--- config.mk ---
export PLATFORM = sky130hd
export DESIGN_NAME = cart_bank_mapper
export DESIGN_NICKNAME = d
export VERILOG_FILES = /design/src/rtl/mapper_pkg.sv /design/src/rtl/mapper_regfile.sv /design/src/rtl/mapper_prg_xlate.sv /design/src/rtl/mapper_chr_xlate.sv /design/src/rtl/mapper_mirror.sv /design/src/rtl/cart_bank_mapper.sv
export SDC_FILE = /design/constraint.sdc
export NUM_CORES = 1
export LEC_CHECK = 0
export BUFFER_PORTS_ARGS = -buffer_cell sky130_fd_sc_hd__buf_2
export CORE_MARGIN = 8
export CORE_UTILIZATION = 40
export DETAILED_ROUTE_END_ITERATION = 6
export PLACE_DENSITY_LB_ADDON = 0.1
export SYNTH_ARGS = -nofsm -noshare
export SYNTH_HDL_FRONTEND = slang
export SYNTH_SLANG_ARGS = --single-unit
--- constraint.sdc ---
create_clock -name clk -period 3.5 [get_ports clk]
set_input_delay 0.525 -clock clk [delete_from_list [all_inputs] [get_ports clk]]
set_output_delay 0.525 -clock clk [all_outputs]
set_load 0.05 [all_outputs]
--- src/rtl/mapper_pkg.sv ---
package mapper_pkg;
    localparam int CHR_BANK_W = 6;
    localparam int CHR_WIN_N  = 4;
    localparam int CHR_OFS_W  = 11;
    localparam int PRG_SEL_W  = 4;
    localparam int PRG_OFS_W  = 14;
    localparam int MIR_W      = 2;

    typedef enum logic [1:0] {
        MIR_VERT   = 2'd0,
        MIR_HORZ   = 2'd1,
        MIR_ONE_LO = 2'd2,
        MIR_ONE_HI = 2'd3
    } mir_mode_e;

    typedef enum logic [1:0] {
        HIT_NONE,
        HIT_CHR,
        HIT_PRG,
        HIT_MIR
    } reg_hit_e;

    typedef struct packed {
        logic [CHR_WIN_N-1:0][CHR_BANK_W-1:0] chr;
        logic [PRG_SEL_W-1:0]                 prg;
        logic                                 ext_flag;
        mir_mode_e                            mir;
    } map_regs_t;
endpackage

--- src/rtl/mapper_regfile.sv ---
module mapper_regfile
    import mapper_pkg::*;
(
    input  logic        clk,
    input  logic        rst_n,
    input  logic [15:0] cpu_addr,
    input  logic [7:0]  cpu_data,
    input  logic        cpu_wr,
    output map_regs_t   regs
);
    localparam int IDX_W = $clog2(CHR_WIN_N);

    reg_hit_e         hit;
    logic [IDX_W-1:0] chr_idx;
    map_regs_t        regs_q;

    wire unused_bits = &{1'b0, cpu_addr[10:0], cpu_data[7:6]};

    // Decode with the 0xF800 mask: bits 15..11 choose the slot.
    always_comb begin
        chr_idx = cpu_addr[12 +: IDX_W];
        unique case (1'b1)
            (cpu_addr[15:14] == 2'b10) && cpu_addr[11]: hit = HIT_CHR;
            (cpu_addr[15:11] == 5'b11101):              hit = HIT_MIR;
            (cpu_addr[15:11] == 5'b11111):              hit = HIT_PRG;
            default:                                    hit = HIT_NONE;
        endcase
    end

    always_ff @(posedge clk) begin
        if (!rst_n) begin
            regs_q <= '0;
        end else if (cpu_wr) begin
            unique case (hit)
                HIT_CHR: regs_q.chr[chr_idx] <= cpu_data[CHR_BANK_W-1:0];
                HIT_PRG: begin
                    regs_q.prg      <= cpu_data[PRG_SEL_W-1:0];
                    regs_q.ext_flag <= cpu_data[4];
                end
                HIT_MIR: regs_q.mir <= mir_mode_e'(cpu_data[MIR_W-1:0]);
                default: ;
            endcase
        end
    end

    assign regs = regs_q;

    p_hold_idle_r9: assert property (@(posedge clk) disable iff (!rst_n)
        !cpu_wr |=> $stable(regs_q));

    p_decoy_ignored_r8: assert property (@(posedge clk) disable iff (!rst_n)
        (cpu_wr && hit == HIT_NONE) |=> $stable(regs_q));

    p_prg_load_r4: assert property (@(posedge clk) disable iff (!rst_n)
        (cpu_wr && cpu_addr[15:11] == 5'b11111)
            |=> regs_q.prg == $past(cpu_data[PRG_SEL_W-1:0]));

    p_mir_load_r7: assert property (@(posedge clk) disable iff (!rst_n)
        (cpu_wr && cpu_addr[15:11] == 5'b11101)
            |=> regs_q.mir == $past(cpu_data[MIR_W-1:0]));

    generate
        for (genvar k = 0; k < CHR_WIN_N; k++) begin : g_chr_chk
            p_chr_load_r2: assert property (@(posedge clk) disable iff (!rst_n)
                (cpu_wr && cpu_addr[15:14] == 2'b10 && cpu_addr[11]
                    && cpu_addr[13:12] == k[1:0])
                    |=> regs_q.chr[k] == $past(cpu_data[CHR_BANK_W-1:0]));
        end
    endgenerate
endmodule

--- src/rtl/mapper_prg_xlate.sv ---
module mapper_prg_xlate
    import mapper_pkg::*;
#(
    parameter int PRG_BANKS = 8
) (
    input  logic                           clk,
    input  logic                           rst_n,
    input  logic [PRG_OFS_W:0]             cpu_addr,
    input  logic [PRG_SEL_W-1:0]           prg_bank,
    output logic [PRG_SEL_W+PRG_OFS_W-1:0] prg_addr
);
    localparam logic [PRG_SEL_W-1:0] LAST_BANK = PRG_SEL_W'(PRG_BANKS - 1);

    logic [PRG_SEL_W-1:0] bank_sel;

    always_comb begin
        bank_sel = cpu_addr[PRG_OFS_W] ? LAST_BANK : prg_bank;
        prg_addr = {bank_sel, cpu_addr[PRG_OFS_W-1:0]};
    end

    p_upper_fixed_r5: assert property (@(posedge clk) disable iff (!rst_n)
        cpu_addr[PRG_OFS_W] |-> prg_addr[PRG_SEL_W+PRG_OFS_W-1:PRG_OFS_W] == LAST_BANK);

    p_offset_pass_r4: assert property (@(posedge clk) disable iff (!rst_n)
        prg_addr[PRG_OFS_W-1:0] == cpu_addr[PRG_OFS_W-1:0]);
endmodule

--- src/rtl/mapper_chr_xlate.sv ---
module mapper_chr_xlate
    import mapper_pkg::*;
(
    input  logic                                 clk,
    input  logic                                 rst_n,
    input  logic [12:0]                          ppu_addr,
    input  logic [CHR_WIN_N-1:0][CHR_BANK_W-1:0] chr_banks,
    output logic [CHR_BANK_W+CHR_OFS_W-1:0]      chr_addr
);
    always_comb begin
        chr_addr = {chr_banks[ppu_addr[12:11]], ppu_addr[CHR_OFS_W-1:0]};
    end

    p_chr_offset_r3: assert property (@(posedge clk) disable iff (!rst_n)
        chr_addr[CHR_OFS_W-1:0] == ppu_addr[CHR_OFS_W-1:0]);
endmodule

--- src/rtl/mapper_mirror.sv ---
module mapper_mirror
    import mapper_pkg::*;
(
    input  logic      clk,
    input  logic      rst_n,
    input  logic      ppu_a10,
    input  logic      ppu_a11,
    input  mir_mode_e mode,
    output logic      vram_a10
);
    always_comb begin
        unique case (mode)
            MIR_VERT:   vram_a10 = ppu_a10;
            MIR_HORZ:   vram_a10 = ppu_a11;
            MIR_ONE_LO: vram_a10 = 1'b0;
            MIR_ONE_HI: vram_a10 = 1'b1;
            default:    vram_a10 = ppu_a10;
        endcase
    end

    p_one_hi_r7: assert property (@(posedge clk) disable iff (!rst_n)
        (mode == MIR_ONE_HI) |-> vram_a10);

    p_one_lo_r7: assert property (@(posedge clk) disable iff (!rst_n)
        (mode == MIR_ONE_LO) |-> !vram_a10);
endmodule

--- src/rtl/cart_bank_mapper.sv ---
module cart_bank_mapper
    import mapper_pkg::*;
#(
    parameter int PRG_BANKS = 8
) (
    input  logic        clk,
    input  logic        rst_n,
    input  logic [15:0] cpu_addr,
    input  logic [7:0]  cpu_data,
    input  logic        cpu_wr,
    input  logic [12:0] ppu_addr,
    output logic [17:0] prg_addr,
    output logic [16:0] chr_addr,
    output logic        vram_a10
);
    map_regs_t regs;

    wire unused_top = &{1'b0, regs.ext_flag};

    mapper_regfile u_regs (
        .clk      (clk),
        .rst_n    (rst_n),
        .cpu_addr (cpu_addr),
        .cpu_data (cpu_data),
        .cpu_wr   (cpu_wr),
        .regs     (regs)
    );

    mapper_prg_xlate #(.PRG_BANKS(PRG_BANKS)) u_prg (
        .clk      (clk),
        .rst_n    (rst_n),
        .cpu_addr (cpu_addr[PRG_OFS_W:0]),
        .prg_bank (regs.prg),
        .prg_addr (prg_addr)
    );

    mapper_chr_xlate u_chr (
        .clk       (clk),
        .rst_n     (rst_n),
        .ppu_addr  (ppu_addr),
        .chr_banks (regs.chr),
        .chr_addr  (chr_addr)
    );

    mapper_mirror u_mir (
        .clk      (clk),
        .rst_n    (rst_n),
        .ppu_a10  (ppu_addr[10]),
        .ppu_a11  (ppu_addr[11]),
        .mode     (regs.mir),
        .vram_a10 (vram_a10)
    );

    p_reset_vals_r1: assert property (@(posedge clk)
        !rst_n |=> (regs.prg == '0 && regs.mir == MIR_VERT && regs.chr == '0));
endmodule

==> metrics.md <==
| Metric | Value |
|---|---|
| Vias in the first global route | approximately 1,100 |
| CTS tree | yes |
| Clk_lat worst skew | ~0.27 ns |
| Part of the Yosys area used for sequential elements | 39.4% |
| Post-CTS setup buffers | 0 |
| CP startpoint kind | primary input |
| Synth area leaders | dfxtp_1 (39%), mux2i_1 (20%), buf_4 (12%) |
| Clk sinks | 30 |
| R2r worst-path depth | 2 |
| Synth Net Count | 193 |
| Drc violations | 0 |
| Max Cap Viol | 0 |
| Syn_area_per_cell | approximately 10 µm² |
| Area delta synth->final | 7.22% |
| TritonCTS buffer count | 5 |
| Hold Path Class | flop to flop |
| Via count | a little over 1,000 |
| Setup crit end kind | output port |
| Global-route wire length before repair | about 5200 µm |
| # diodes | 0 |
| Drt pass-1 iters | 4 |
| Vias per cell | between 4 and 5 |
| Final antenna-violating net count | 0 |
| Fin nets | approximately 200 |
| Worst hold path cell count | 2 |
| Final wirelength | 3120 µm |
| Critical Path RT | 2.97 ns |
| Setup violations, final | 0 |
| Cell area after synthesis | approximately 0.0015 mm² |
| Max FFs per register | 30 |
| Peak VDD IR | 222 µV |
| M1 WL | between 1000 and 1500 µm |
| # fillers | 374 |
| Flop pwr share | around 45% |
| GPL Wtd Cong | slightly below 0.7 |
| Layout cell share with drive strength beyond 1 | between 30% and 40% |
| Status | finished clean |
| Post-synth top area share | 39.4% |
| #FFs+latches synth | 30 |
| DIE WIDTH | approximately 78 µm |
| Core region area | around 0.0037 mm² |
| Synth area leader | dfxtp_1 |
| Clock tree buffer depth | 2 |
| Post-DP HPWL | 2310 µm |
| Crit Path Category | primary input to output port |
| DR top layer | met4 |
| Initial antenna violation count | 0 |
| Resized Gates After CTS | 0 |
| Final Hold Vio Count | 0 |
| Largest net degree at the start of global routing | 37 |
| Part of the power in combinational logic | under 10% |
| Ys Warns | 0 |
| DR WL met2 | 1620 µm |
| Setup TNS | 0 ns |
| Fin crit period | slightly above 2 ns |
| Crit-path max FO | 7 |
| Rel. slew slack | 52.6% |
| Final period util | 58.5% |
| Internal cell power | 592 µW |
| Drt wl/cell | between 15 and 20 µm |
| 1st-iter DRT viols | 37 |
| Io pins | 76 |
| Clock power share | 45.4% |
| Global route total overflow | 0 |
| Clk slew on worst S/H paths | around 0.06 ns |
| Port-buffer cells | 31 |
| H-tree depth | 2 |
| Final Util | 44.7% |
| Switching share of power | ~22% |
| Unique masters post-synth | 19 |
| Max Clk Rate | 489 MHz |
| Die area | around 0.0060 mm² |
| P_sw | about 170 µW |
| Met3 wire length | 245 µm |
| # hold bufs at CTS | 0 |
| Total GRT Usage | 11.0% |
| Pleak | 0.710 nW |
| Initial core utilization | between 40% and 50% |
| Clk root buf | clkbuf_8 |
| Die Y | 77.8 µm |
| Arr. time, crit path | between 1.5 and 2 ns |
| Unrepaired setup endpoints after global routing | false |
| Worst-Margin Slew | about 0.7 ns |
| Max Slew Vio Count | 0 |
| Mapped Cells | between 150 and 200 |
| Pwr Density | between 400 and 500 mW/mm² |
| Clk_skew | 0 ns |
| Rows | 22 |
[power groups by stage]
stage	sequential (mW)	clock [mW]	combinational, mW
global route	0.345	0.377	0.0758
detailed placement	0.353	0	0.0713
floorplan	0.352	0	0.116
finish	0.345	0.345	0.0701
CTS	0.345	0.359	0.0714
global placement	0.353	0	0.0695
[layout by cell type (no fill, tap or decap), types with 2 or more instances in the layout]
cell type and n:
or2_2 3, nor3_2 2, nand2_1 40, mux4_2 6, dfxtp_1 30, clkbuf_8 6, buf_2 31, mux2i_1 30
[worst max-delay path, stage by stage]
cell	delay (ns)
buf_2	0.23
mux4_2	0.54
buf_2	0.23
[through the flow]
stage | worst slack (ns) | power, mW | hold slack (ns) | instance area, µm² | cells
2_1_floorplan | 1.57 | 0.469 | 0.430 | 1530 | 153
3_5_place_dp | 1.43 | 0.424 | 0.449 | 1520 | 200
6_report | 1.45 | 0.761 | 0.455 | 1640 | 207
5_1_grt | 1.39 | 0.798 | 0.478 | 1640 | 207
3_3_place_gp | 1.43 | 0.422 | 0.439 | 1520 | 200
4_1_cts | 1.43 | 0.776 | 0.461 | 1640 | 207
[layer usage]
layer	track usage, %	vias up
met5	0	-
met3	5.88	9
met4	4.91	0
li1	-	499
met1	11.3	467
met2	18.2	38
[synthesized netlist by cell type, drive strengths merged]
library cell   n
or3            1
nor3           3
nor2           1
mux2i         30
or4            1
o21ai          1
nand2         40
or2            3
clkbuf         4
nand3          1
buf           28
inv            1
nor2b          1
nor4           1
mux4           6
dfxtp         30
nand2b         1
[final cells by class]
type                    instances  area, µm²  share of cell area, %
flip-flops and latches         30        601                   36.7
multi-input cells              90        703                   43.0
well taps                      48       60.1                   3.67
clock inverters                 1       30.0                   1.84
inverters                       1       3.75                  0.230
clock buffers                   6       82.6                   5.05
repair buffers                 31        155                   9.49
[kinds of logic (layout without fill, tap and decap cells)]
group / count (synthesis) / in the layout / synth area share [%]
buffers and inverters: 33 / 39 / 14.5
multiplexers: 36 / 36 / 28.5
AND/OR/NAND/NOR: 53 / 53 / 17.2
AO/OA/AOI/OAI: 1 / 1 / 0.328
flip-flops: 30 / 30 / 39.4
[worst paths after layout]
path | startpoint | to | slack, ns
max reg2reg | u_regs.regs[3] | u_regs.regs[3] | 2.88
min | u_regs.regs[4] | u_regs.regs[4] | 0.45
max | ppu_addr[11] | chr_addr[13] | 1.45
min reg2reg | u_regs.regs[4] | u_regs.regs[4] | 0.45
Power figures use the tool's default switching activity.
